File: config.mk
export PLATFORM = sky130hd
export DESIGN_NAME = clock_time_counter
export DESIGN_NICKNAME = d
export VERILOG_FILES = /design/src/rtl/clk_time_pkg.sv /design/src/rtl/bcd_mod_stage.sv /design/src/rtl/ampm_stage.sv /design/src/rtl/clock_time_counter.sv
export SDC_FILE = /design/constraint.sdc
export NUM_CORES = 1
export LEC_CHECK = 0
export BUFFER_PORTS_ARGS = -buffer_cell sky130_fd_sc_hd__buf_2
export CAP_MARGIN = 20
export CORE_MARGIN = 5
export CORE_UTILIZATION = 35
export DETAILED_ROUTE_END_ITERATION = 6
export GPL_TIMING_DRIVEN = 0
export SYNTH_ARGS = -nofsm -noshare
export SYNTH_HDL_FRONTEND = slang
export SYNTH_SLANG_ARGS = --single-unit
export TNS_END_PERCENT = 100
File: constraint.sdc
create_clock -name clk -period 4.1 [get_ports clk]
set_input_delay 0.205 -clock clk [delete_from_list [all_inputs] [get_ports clk]]
set_output_delay 0.205 -clock clk [all_outputs]
set_load 0.03 [all_outputs]
File: src/rtl/clk_time_pkg.sv
// Package: shared widths, stage indices and BCD helpers for the time counter.
// Assumes two BCD digits per stage, packed tens-high.
package clk_time_pkg;
    localparam int STAGE_N = 4;
    localparam int DIG_W   = 4;
    localparam int BCD_W   = 2 * DIG_W;
    localparam int IDX_SEC = 0;
    localparam int IDX_MIN = 1;
    localparam int IDX_HR  = 2;
    localparam int IDX_AP  = 3;

    // Integer 0..99 to packed BCD.
    function automatic logic [BCD_W-1:0] to_bcd(input int v);
        return {DIG_W'(v / 10), DIG_W'(v % 10)};
    endfunction

    // True when both nibbles are decimal digits.
    function automatic logic is_bcd(input logic [BCD_W-1:0] b);
        return (b[BCD_W-1:DIG_W] <= DIG_W'(9)) && (b[DIG_W-1:0] <= DIG_W'(9));
    endfunction

    // Packed BCD to integer.
    function automatic int bcd_val(input logic [BCD_W-1:0] b);
        return int'(b[BCD_W-1:DIG_W]) * 10 + int'(b[DIG_W-1:0]);
    endfunction
endpackage

File: src/rtl/bcd_mod_stage.sv
// Module: one two-digit BCD counter stage with clear, load and enable.
// Counts LO..HI and wraps HI->LO; carry is raised when it advances out of TC_VAL.
// Assumes: clr > valid load > count; an invalid load is treated as absent.
module bcd_mod_stage
    import clk_time_pkg::*;
#(
    parameter int LO      = 0,
    parameter int HI      = 59,
    parameter int CLR_VAL = 0,
    parameter int TC_VAL  = 59
) (
    input  logic             clk,
    input  logic             rst_n,
    input  logic             clr,
    input  logic             ld,
    input  logic             ce,
    input  logic             adv_in,
    input  logic [BCD_W-1:0] ld_data,
    output logic [BCD_W-1:0] value,
    output logic             carry
);
    localparam logic [BCD_W-1:0] LO_B     = to_bcd(LO);
    localparam logic [BCD_W-1:0] HI_B     = to_bcd(HI);
    localparam logic [BCD_W-1:0] CLR_B    = to_bcd(CLR_VAL);
    localparam logic [BCD_W-1:0] TC_B     = to_bcd(TC_VAL);
    localparam logic [BCD_W-1:0] AFTER_TC = to_bcd((TC_VAL == HI) ? LO : TC_VAL + 1);
    localparam logic [DIG_W-1:0] ONE      = DIG_W'(1);
    localparam logic [DIG_W-1:0] NINE     = DIG_W'(9);

    logic [BCD_W-1:0] cnt;
    logic [BCD_W-1:0] nxt;
    logic             ld_ok;
    logic             step;

    // Validity of the preset and whether this stage is asked to step.
    always_comb begin
        ld_ok = is_bcd(ld_data) && (bcd_val(ld_data) >= LO) && (bcd_val(ld_data) <= HI);
        step  = ce && adv_in;
    end

    // BCD increment with wrap from HI to LO.
    always_comb begin
        if (cnt == HI_B)
            nxt = LO_B;
        else if (cnt[DIG_W-1:0] == NINE)
            nxt = {cnt[BCD_W-1:DIG_W] + ONE, {DIG_W{1'b0}}};
        else
            nxt = {cnt[BCD_W-1:DIG_W], cnt[DIG_W-1:0] + ONE};
    end

    // Stage register: reset/clear, then load, then count.
    always_ff @(posedge clk) begin
        if (!rst_n || clr)
            cnt <= CLR_B;
        else if (ld && ld_ok)
            cnt <= ld_data;
        else if (step)
            cnt <= nxt;
    end

    // Carry only when this stage really advances out of its terminal value.
    always_comb carry = step && !clr && !(ld && ld_ok) && (cnt == TC_B);

    assign value = cnt;

    AST_STAGE_RANGE: assert property (@(posedge clk) disable iff (!rst_n)
        is_bcd(cnt) && (bcd_val(cnt) >= LO) && (bcd_val(cnt) <= HI));
    AST_STAGE_CLEAR: assert property (@(posedge clk) disable iff (!rst_n)
        clr |=> cnt == CLR_B);
    AST_STAGE_HOLD: assert property (@(posedge clk) disable iff (!rst_n)
        (!clr && !ld && !step) |=> $stable(cnt));
    AST_STAGE_CARRY: assert property (@(posedge clk) disable iff (!rst_n)
        carry |=> cnt == AFTER_TC);
endmodule

File: src/rtl/ampm_stage.sv
// Module: morning/afternoon flag; toggles on each step, clear forces morning.
// Assumes: clr > load > toggle.
module ampm_stage (
    input  logic clk,
    input  logic rst_n,
    input  logic clr,
    input  logic ld,
    input  logic ld_bit,
    input  logic step,
    output logic pm
);
    logic flag;

    // Flag register: reset/clear, then load, then toggle.
    always_ff @(posedge clk) begin
        if (!rst_n || clr)
            flag <= 1'b0;
        else if (ld)
            flag <= ld_bit;
        else if (step)
            flag <= ~flag;
    end

    assign pm = flag;

    AST_FLAG_TOGGLE: assert property (@(posedge clk) disable iff (!rst_n)
        (step && !clr && !ld) |=> flag != $past(flag));
    AST_FLAG_HOLD: assert property (@(posedge clk) disable iff (!rst_n)
        (!step && !clr && !ld) |=> $stable(flag));
endmodule

File: src/rtl/clock_time_counter.sv
// Module: twelve-hour time-of-day counter, seconds -> minutes -> hours -> flag.
// Assumes tick_1hz is a single-cycle enable in the clk domain.
module clock_time_counter
    import clk_time_pkg::*;
(
    input  logic               clk,
    input  logic               rst_n,
    input  logic               tick_1hz,
    input  logic [STAGE_N-1:0] stage_ce,
    input  logic [STAGE_N-1:0] stage_clr,
    input  logic [STAGE_N-1:0] stage_ld,
    input  logic [BCD_W-1:0]   load_data,
    output logic [BCD_W-1:0]   sec_bcd,
    output logic [BCD_W-1:0]   min_bcd,
    output logic [BCD_W-1:0]   hour_bcd,
    output logic               pm
);
    logic sec_carry;
    logic min_carry;
    logic hr_carry;
    logic ap_step;

    bcd_mod_stage #(.LO(0), .HI(59), .CLR_VAL(0), .TC_VAL(59)) u_sec (
        .clk(clk), .rst_n(rst_n),
        .clr(stage_clr[IDX_SEC]), .ld(stage_ld[IDX_SEC]), .ce(stage_ce[IDX_SEC]),
        .adv_in(tick_1hz), .ld_data(load_data),
        .value(sec_bcd), .carry(sec_carry)
    );

    bcd_mod_stage #(.LO(0), .HI(59), .CLR_VAL(0), .TC_VAL(59)) u_min (
        .clk(clk), .rst_n(rst_n),
        .clr(stage_clr[IDX_MIN]), .ld(stage_ld[IDX_MIN]), .ce(stage_ce[IDX_MIN]),
        .adv_in(sec_carry), .ld_data(load_data),
        .value(min_bcd), .carry(min_carry)
    );

    // Hours: 01..12, clear to 12, carry to the flag when leaving 11.
    bcd_mod_stage #(.LO(1), .HI(12), .CLR_VAL(12), .TC_VAL(11)) u_hr (
        .clk(clk), .rst_n(rst_n),
        .clr(stage_clr[IDX_HR]), .ld(stage_ld[IDX_HR]), .ce(stage_ce[IDX_HR]),
        .adv_in(min_carry), .ld_data(load_data),
        .value(hour_bcd), .carry(hr_carry)
    );

    // Flag steps only when enabled and hours leave 11.
    always_comb ap_step = stage_ce[IDX_AP] && hr_carry;

    ampm_stage u_ap (
        .clk(clk), .rst_n(rst_n),
        .clr(stage_clr[IDX_AP]), .ld(stage_ld[IDX_AP]), .ld_bit(load_data[0]),
        .step(ap_step), .pm(pm)
    );

    AST_HOUR_TO_TWELVE: assert property (@(posedge clk) disable iff (!rst_n)
        hr_carry |=> hour_bcd == 8'h12);
    AST_MIN_NEEDS_SEC: assert property (@(posedge clk) disable iff (!rst_n)
        min_carry |-> sec_carry);
endmodule

==> results of run 1 <==
-- worst max-delay path: cells and delay by family --
kind,cells,cell delay [ns]
buf+inv,1,0.21
simple gates,3,0.67
fa+ha+maj,3,1.10
compound gates,3,1.16
-- area by class of cell --
type	instances	share of cell area (%)
plain buffers	11	2.070
clock buffers	3	1.666
clock inverters	1	0.2019
inverters	15	2.272
multi-input cells	220	60.12
flip-flops and latches	25	20.19
well taps	75	3.786
repair buffers	48	9.692
-- flip-flops by register name, summed over array words and instances (netlist names) --
signal       count
u_min.value      8
u_sec.value      8
u_ap.pm          1
u_hr.value       8
-- Yosys cell counts, drive strengths merged, types with 5 or more instances --
cell / instances
a21oi: 13
nand2b: 6
nor2: 24
o21ai: 19
clkbuf: 6
dfxtp: 25
nand2: 26
inv: 15
nand3: 11
or4: 5
buf: 5
a211oi: 13
nor3: 11
o311ai: 6
ha: 18
-- cells by family (layout without fill, tap and decap cells) --
logic type                 Yosys count  after routing  share of synthesized area (%)
buffers and inverters               26             78                          5.128
DFF                                 25             25                          23.85
adders and majority gates           20             20                          12.64
xor gates and xnor gates             6              6                          2.504
and+or+nand+nor                    117            117                          30.05
AOI/OAI and AO/OA                   77             77                          25.82
-- layer usage --
layer,up-vias,wire (µm)
met2,49,2912
met4,0,76
met3,4,287
li1,1121,-
met1,1061,2956
met5,-,0
-- power by group --
group          switching [mW]  internal [mW]  leakage (nW)
logic                   0.103         0.0612         0.755
registers             0.00856          0.249         0.202
clock network          0.0898         0.0683        0.0255
-- worst min path at each step --
stage	depth (start not counted)	end	startpoint	slack, ns
2_1_floorplan	2	u_hr.value[0]$_SDFFE_PP0P_	load_data[0]	0.31
3_5_place_dp	3	u_ap.pm$_SDFFE_PP0P_	stage_clr[3]	0.47
3_3_place_gp	3	u_ap.pm$_SDFFE_PP0P_	stage_clr[3]	0.47
4_1_cts	3	u_ap.pm$_SDFFE_PP0P_	stage_clr[3]	0.17
5_1_grt	3	u_ap.pm$_SDFFE_PP0P_	stage_clr[3]	0.18
6_report	3	u_ap.pm$_SDFFE_PP0P_	stage_clr[3]	0.17
==> summary.txt, run 1 <==
Outcome
  • Status: complete, no violations

STA
  • Final hold violation count: 0
  • Worst slew pin tran: slightly above 1 ns
  • Minimum clock period: 3.257 ns
  • Worst Setup Slack, final: roughly 0.84 ns
  • Hold slack: 0.1742 ns
  • Slew margin rel.: a little under a third
  • Achievable Freq: between 300 and 400 MHz
  • Setup TNS: 0 ns
  • Final worst path period share: 79.43%
  • Max Slew Vio Count: 0
  • RSZ-0062 raised after global routing: no
  • Layout Skew: around 0.0080 ns
  • Final setup fails: 0

Worst setup path
  • Reg2Reg Launch Point: u_sec.value[0]$_SDFFE_PP0P_
  • Reg2reg path depth: 10
  • End of the worst register-to-register path: u_hr.value[5]$_SDFFE_PP0P_
  • Critical Path End: u_hr.value[7]$_SDFFE_PP0P_
  • Critical Path, Cell by Cell: buf_2 -> ha_1 -> ha_1 -> fa_1 -> and4b_1 -> and4_4 -> o311ai_1 -> o311ai_1 -> or4_1 -> o311ai_0
  • Worst Setup SP: load_data[7]
  • Crit path kind: in -> reg
  • Slowest stage cell, crit path: o311ai_1
  • Worst setup EP type: register
  • WP data required: 4.21 ns
  • R2R Setup Slk: 1.49 ns
  • Critical Path Fanout Max: 10
  • Nature of the critical path startpoint: primary input
  • CP arrival: 3.37 ns
  • Crit-path max cell delay: around 0.91 ns

Layout
  • N_diodes: 0
  • Layout cells sized above 1: 19.20%
  • Layout Nets: 367
  • Layout Cell Area excl Fill: 2479 µm²
  • Fillers: approximately 630
  • Non-filler cells, final: between 300 and 400
  • Utilization after layout: 42.11%
  • Layout Area Growth over Synthesis: 18.13%
  • Most frequent cells in the layout: buf_2 (49), nand2_1 (26), dfxtp_1 (25)
  • Register Area: 500.5 µm²
  • Area of the multi-input gates: 1490 µm²
  • Commonest non-fill, non-tap cell in the layout: buf_2

Min path
  • Type of the most critical hold path: in -> reg

Power and ir drop
  • Pwr dens: around 230 nW/µm²
  • Tot Pwr: between 500 and 600 µW
  • Leak Pwr: slightly below 1 nW
  • Maximum VDD drop: 0.1281 mV

Clock tree
  • CTS tree: yes
  • Cts hold-fix bufs: 0
  • CTS H-tree depth: 1
  • Setup repair bufs after CTS: 0
  • Worst skew pair latency: about 0.28 ns
  • Num Clock Sinks: 25
  • Clock Path Buffers: 2
  • CTS root buf: clkbuf_8
  • Clock-pin transition on the worst setup and hold timing paths: 0.10 ns
  • CTS Buf Count: 3
  • CTS resizes: 0

GRT
  • Met1 Use GR: between 20 and 25%
  • Total congestion overflow: 0
  • GRT Overall Usage: approximately 16%
  • First-pass GRT wire length: around 10 mm
  • Pin count of the biggest net entering global routing: 15
  • GR Util met2: 27.88%
  • Global routing's busiest layer: met2
  • Vias in the first global route: 2100
  • Initial antenna violation count: 0
  • M3 GR Usage: 1.798%

Die
  • CORE AREA: 5886 µm²
  • IO Count: 48
  • DIE AREA: 7643 µm²
  • Die X: 87.43 µm
  • Initial Utilization: 35.65%
  • Die H: a little under 90 µm
  • Site Rows: 28

Drt
  • Initial detailed-routing violation count: 151
  • Detail Route Antenna Nets: 0
  • Residual DRC: 0
  • Post-DR wirelength/cell: 15.66 µm
  • Post-DR vias/cell: between 5 and 6
  • Detailed-route wire length: 6.233 mm
  • Router iterations before antenna repair: 4
  • Via count: ~2200

Yosys
  • Yosys top cell area share: 23.85%
  • Register area share after synthesis: 23.85%
  • Syn nets: ~310
  • Flop and latch count out of synthesis: 25
  • Synth area leaders: dfxtp_1 (24%), ha_1 (11%), a211oi_1 (4.7%)
  • Async set-reset flop share out of synthesis: 0%
  • Synthesized area: between 2000 and 2500 µm²
  • Ys flop type: dfxtp_1
  • Yosys cell types: 53
  • Cell accounting for the most synthesized area: dfxtp_1
  • Synthesized area per cell: 7.743 µm²
  • EDFF count, synth: 0
  • Cells after Synth: 271
  • Yosys warns: 0

Placement
  • DP Cell Count: 393
  • Cell Area, Placed: 2427 µm²
  • IO buf count: 47
  • Placer congestion estimate: 0.8564
  • Final HPWL DP: between 4 and 5 mm
  • Dpl ws: 0.5631 ns

Run
  • Reported max-cap violation count: 0
Power figures use the tool's default switching activity.
==> run 2: changes to the inputs <==
clock period = 3.05 ns   (was 4.1 ns; I/O delays follow)
==> run 2 against run 1 <==
Compared with the run above: wire length is 1.5% higher; non-clock buffer count stayed put; global-route usage is 0.19 points higher; clock skew hardly changed; core utilization is 1.2 points higher.
==> summary.txt, run 2 (same netlist as run 1, synthesis figures left out) <==
Outcome
  • Status: complete, no violations

Drt
  • Post-DR vias/cell: 5.673 (+1.0%)
  • Post-DR wirelength/cell: 15.89 µm (+1.5%)
  • Router iterations before antenna repair: 4 (unchanged)
  • Residual DRC: 0 (unchanged)
  • Detail Route Antenna Nets: 0 (unchanged)
  • Initial detailed-routing violation count: 146 (-3.3%)
  • Via count: 2258 (+1.0%)
  • Detailed-route wire length: 6.326 mm (+1.5%)

Worst setup path
  • Critical Path Fanout Max: 8 (-2)
  • Nature of the critical path startpoint: primary input
  • Worst setup EP type: register
  • Crit path kind: in -> reg
  • WP data required: 3.24 ns (-0.97 ns)
  • CP arrival: 3.14 ns (-0.23 ns)

Placement
  • IO buf count: 47 (unchanged)
  • Placer congestion estimate: 0.8564 (unchanged)
  • Final HPWL DP: 4.691 mm (unchanged)
  • Dpl ws: -0.4344 ns (-0.9975 ns)

Power and ir drop
  • Pwr dens: 312.7 nW/µm² (+34%)
  • Tot Pwr: 796.6 µW (+37%)
  • Leak Pwr: 0.9907 nW (+0.78%)
  • Maximum VDD drop: 0.1741 mV (+36%)

Layout
  • Most frequent cells in the layout: buf_2 (47), nand2_1 (26), dfxtp_1 (25)
  • Fillers: 624 (-1.4%)
  • Commonest non-fill, non-tap cell in the layout: buf_2
  • Layout Nets: 367 (unchanged)
  • Layout cells sized above 1: 22.60% (+3.4 points)
  • N_diodes: 0 (unchanged)
  • Layout Area Growth over Synthesis: 21.41%

STA
  • Minimum clock period: 2.943 ns
  • Final setup fails: 0 (unchanged)
  • Achievable Freq: 339.7 MHz
  • Layout Skew: 0.007874 ns (-0.0001488 ns)
  • Slew margin rel.: 50.02% (+19 points)
  • Hold slack: 0.1201 ns (-0.05416 ns)
  • Setup TNS: 0 ns (unchanged)
  • RSZ-0062 raised after global routing: no
  • Worst slew pin tran: 0.7436 ns (-0.2787 ns)
  • Final hold violation count: 0 (unchanged)
  • Final worst path period share: 96.51%
  • Max Slew Vio Count: 0 (unchanged)
  • Worst Setup Slack, final: 0.1065 ns (-0.7367 ns)

Die
  • Initial Utilization: 35.65% (unchanged)
  • Site Rows: 28 (unchanged)
  • DIE AREA: 7643 µm² (unchanged)
  • CORE AREA: 5886 µm² (unchanged)
  • IO Count: 48 (unchanged)
  • Die H: 87.43 µm (unchanged)
  • Die X: 87.43 µm (unchanged)

Clock tree
  • Num Clock Sinks: 25 (unchanged)
  • CTS root buf: clkbuf_8
  • CTS tree: yes
  • Clock-pin transition on the worst setup and hold timing paths: 0.10 ns (about the same)
  • Cts hold-fix bufs: 0 (unchanged)
  • Worst skew pair latency: 0.28 ns (about the same)
  • CTS H-tree depth: 1 (unchanged)
  • Clock Path Buffers: 2 (unchanged)
  • CTS Buf Count: 3 (unchanged)

GRT
  • GRT Overall Usage: 16.61% (+0.19 points)
  • First-pass GRT wire length: 10.08 mm (+1.2%)
  • Pin count of the biggest net entering global routing: 15 (unchanged)
  • Initial antenna violation count: 0 (unchanged)
  • Vias in the first global route: 2119 (+0.90%)
  • Total congestion overflow: 0 (unchanged)

Run
  • Reported max-cap violation count: 0 (unchanged)

Min path
  • Type of the most critical hold path: in -> reg
-- run 2: cell count changes in the layout (fill, tap and decap cells not counted), moves of 2 or more --
cell / before / now
clkbuf_4: 0 / 2
ha_1: 18 / 16
o311ai_2: 0 / 2
o311ai_1: 2 / 0
a311oi_2: 0 / 2
a311oi_1: 4 / 2
buf_2: 49 / 47
-- run 2: per-layer routing --
layer	track usage (%)	wire length, µm	vias up
li1	-	-	1121
met1	22.25	2992	1092
met2	28.08	3010	41
met3	1.798	246	4
met4	4.603	76	0
met5	0	0	-
-- run 2: timing repair --
item	CTS	global route
setup buffers	0	1
resized for setup	5	8
pin swaps	0	2
setup endpoints to repair	9	5
-- run 2: path summary, 6_finish.rpt --
check                                            startpoint                          end  slack, ns  cells past startpoint
worst min-delay path                           stage_clr[3]         u_ap.pm$_SDFFE_PP0P_       0.12                      3
worst max register to register  u_sec.value[0]$_SDFFE_PP0P_   u_hr.value[5]$_SDFFE_PP0P_       0.44                     10
worst max-delay path                           load_data[7]  u_min.value[7]$_SDFFE_PP0P_       0.11                     11
worst min register to register  u_min.value[6]$_SDFFE_PP0P_  u_min.value[6]$_SDFFE_PP0P_       0.57                      2
-- run 2: area by class of cell --
type,instances,area (µm²),area share (%)
Buffer,11,52.55,2.063
Clock inverter,1,5.005,0.1965
Multi-Input combinational cell,220,1550,60.85
Inverter,15,56.30,2.210
Sequential cell,25,500.5,19.65
Timing Repair Buffer,48,247.7,9.725
Clock buffer,3,41.29,1.621
Tap cell,75,93.84,3.684
-- run 2: power breakdown --
group          internal, mW  switching, mW
registers             0.335         0.0117
logic                0.0897          0.146
clock network        0.0919          0.122
total                 0.517          0.280
-- run 2: through the flow --
step                      util (%)  std cells  instance area (µm²)
after floorplan                  -        271                 2098
after global placement       41.24        393                 2427
after detailed placement     41.24        393                 2427
after CTS                    42.45        397                 2499
after global routing         43.28        398                 2547
final                        43.28        398                 2547
-- run 2: critical path: stages --
cell and delay [ns]:
clkbuf_4 0.18, ha_4 0.29, ha_2 0.18, fa_2 0.46, and4b_1 0.22, and4_4 0.19, o311a_4 0.35, and3_4 0.18
buf_6 0.13, or4_4 0.52, a311oi_2 0.26
==> run 3: changes to the inputs <==
RECOVER_POWER = 50   (was unset)
==> run 3 against run 2 <==
Compared with the run above: core utilization down 0.51 points; cell count unchanged; die area unchanged; register-to-register slack about the same; clock power is essentially flat; hold slack better by 0.00075 ns; total power shrank 0.16%; wire length is 0.66% higher; largest power group unchanged; highest routed layer unchanged.
==> summary.txt, run 3 (same netlist as run 1, synthesis figures left out) <==
Outcome
  • Status: complete, no violations

GRT
  • Pin count of the biggest net entering global routing: 15 (unchanged)
  • First-pass GRT wire length: 10.08 mm (unchanged)
  • Total congestion overflow: 0 (unchanged)
  • Initial antenna violation count: 0 (unchanged)
  • Vias in the first global route: 2119 (unchanged)
  • GRT Overall Usage: 16.61% (unchanged)

Worst setup path
  • Worst path bufs/invs: 2 (unchanged)
  • Crit-path max cell delay: 0.52 ns (about the same)
  • Critical Path Fanout Max: 8 (unchanged)
  • CP arrival: 3.14 ns (about the same)
  • WP data required: 3.25 ns (about the same)
  • Reg2reg path depth: 10 (unchanged)
  • Worst Setup SP: load_data[7]
  • Stages on worst setup path: 11 (unchanged)
  • R2R Setup Slk: 0.45 ns (about the same)
  • Critical Path, Cell by Cell: clkbuf_4 -> ha_4 -> ha_2 -> fa_2 -> and4b_1 -> and4_4 -> o311a_4 -> and3_4 -> buf_6 -> or4_4 -> a311oi_2
  • Slowest stage cell, crit path: or4_4
  • Critical Path End: u_min.value[7]$_SDFFE_PP0P_
  • Worst setup EP type: register
  • Reg2Reg Launch Point: u_sec.value[0]$_SDFFE_PP0P_
  • Crit path kind: in -> reg
  • End of the worst register-to-register path: u_hr.value[5]$_SDFFE_PP0P_
  • CP top delay family: simple AND/OR/NAND/NOR gates
  • Nature of the critical path startpoint: primary input

STA
  • Worst Setup Slack, final: 0.1050 ns (-0.001517 ns)
  • Worst slew pin tran: 0.7225 ns (-0.02106 ns)
  • Minimum clock period: 2.945 ns (+0.001517 ns)
  • Final worst path period share: 96.56% (about the same)
  • Final setup fails: 0 (unchanged)
  • RSZ-0062 raised after global routing: no
  • Final hold violation count: 0 (unchanged)
  • Achievable Freq: 339.6 MHz (about the same)
  • Slew margin rel.: 51.43% (+1.4 points)
  • Layout Skew: 0.006857 ns (-0.001017 ns)
  • Max Slew Vio Count: 0 (unchanged)

Clock tree
  • CTS Buf Count: 3 (unchanged)
  • Num Clock Sinks: 25 (unchanged)
  • Worst skew pair latency: 0.28 ns (about the same)
  • Clock-pin transition on the worst setup and hold timing paths: 0.10 ns (about the same)
  • CTS H-tree depth: 1 (unchanged)
  • CTS tree: yes
  • CTS root buf: clkbuf_8
  • Clock Path Buffers: 2 (unchanged)

Power and ir drop
  • Pwr dens: 315.9 nW/µm² (+1.0%)
  • Leak Pwr: 0.8934 nW (-9.8%)
  • Maximum VDD drop: 0.1731 mV (-0.59%)

Drt
  • Met2 WL: 3.034 mm (+0.80%)
  • Met1 WL: 3.000 mm (+0.27%)
  • Detailed-route wire length: 6.368 mm (+0.66%)
  • Met3 WL: 256 µm (+4.1%)
  • Post-DR wirelength/cell: 16.00 µm (+0.66%)
  • Detail Route Antenna Nets: 0 (unchanged)
  • Router iterations before antenna repair: 5 (+1)
  • Via count: 2272 (+0.62%)
  • Initial detailed-routing violation count: 158 (+8.2%)
  • Residual DRC: 0 (unchanged)
  • Post-DR vias/cell: 5.709 (+0.62%)
  • Top layer in use: met4

Run
  • Reported max-cap violation count: 0 (unchanged)

Min path
  • Type of the most critical hold path: in -> reg
  • Hold Path Depth: 3 (unchanged)
  • Hold Crit Start: stage_clr[3]

Layout
  • N_diodes: 0 (unchanged)
  • Most frequent cells in the layout: clkbuf_1 (29), nand2_1 (26), dfxtp_1 (25)
  • Commonest non-fill, non-tap cell in the layout: clkbuf_1
  • Layout cells sized above 1: 15.17% (-7.4 points)
  • Layout Area Growth over Synthesis: 19.98%
  • Layout Cell Area excl Fill: 2517 µm² (-1.2%)
  • Layout Nets: 367 (unchanged)

Placement
  • Final HPWL DP: 4.691 mm (unchanged)
  • Dpl ws: -0.4344 ns (unchanged)
  • IO buf count: 47 (unchanged)
  • Placer congestion estimate: 0.8564 (unchanged)
  • Cell Area, Placed: 2427 µm² (unchanged)

Die
  • CORE AREA: 5886 µm² (unchanged)
  • IO Count: 48 (unchanged)
  • Site Rows: 28 (unchanged)
  • Die X: 87.43 µm (unchanged)
  • Die H: 87.43 µm (unchanged)
  • DIE AREA: 7643 µm² (unchanged)
  • Initial Utilization: 35.65% (unchanged)
run 3: stage by stage:
step	util [%]	setup TNS [ns]	std cells	power (mW)	hold slack, ns
detailed placement	41.24	-5.649	393	0.5726	0.4224
floorplan	-	0	271	0.5009	0.2611
global route	42.77	0	398	0.8384	0.1294
global placement	41.24	-4.853	393	0.5696	0.4138
finish	42.77	0	398	0.7953	0.1208
CTS	42.45	0	397	0.7881	0.1208
run 3: worst min path at each step:
stage	end	slack, ns
after floorplan	u_hr.value[0]$_SDFFE_PP0P_	0.26
after global placement	u_ap.pm$_SDFFE_PP0P_	0.41
after detailed placement	u_ap.pm$_SDFFE_PP0P_	0.42
after CTS	u_ap.pm$_SDFFE_PP0P_	0.12
after global routing	u_ap.pm$_SDFFE_PP0P_	0.13
final	u_ap.pm$_SDFFE_PP0P_	0.12
run 3: timing repair:
| action | in CTS | in global routing |
|---|---|---|
| buffers inserted | 0 | 1 |
| hold buffers | 0 | 0 |
| setup endpoints to repair | 9 | 5 |
| resized for setup | 5 | 8 |
| pin swaps | 0 | 2 |
run 3: cell type report:
cell class,instances,area [µm²]
fillers,637,3368
multi-input cells,220,1550
flip-flops and latches,25,500.5
repair buffers,48,217.7
well taps,75,93.84
inverters,15,56.30
plain buffers,11,52.55
clock buffers,3,41.29
clock inverters,1,5.005
run 3: tightest hold or removal path, cell delays in order:
cell and delay, ns:
buf_2 0.07, nand3b_1 0.09, nor3_1 0.05
run 3: power by group:
group	total (mW)	internal, mW	switching [mW]
Sequential	0.347	0.335	0.0119
Combinational	0.234	0.0874	0.147
Clock	0.214	0.0919	0.123
Total	0.795	0.514	0.281
run 3: layer usage:
metal	vias up	GRT usage, %
li1	1121	-
met1	1096	22.25
met2	51	28.08
met3	4	1.798
met4	0	4.603
met5	-	0
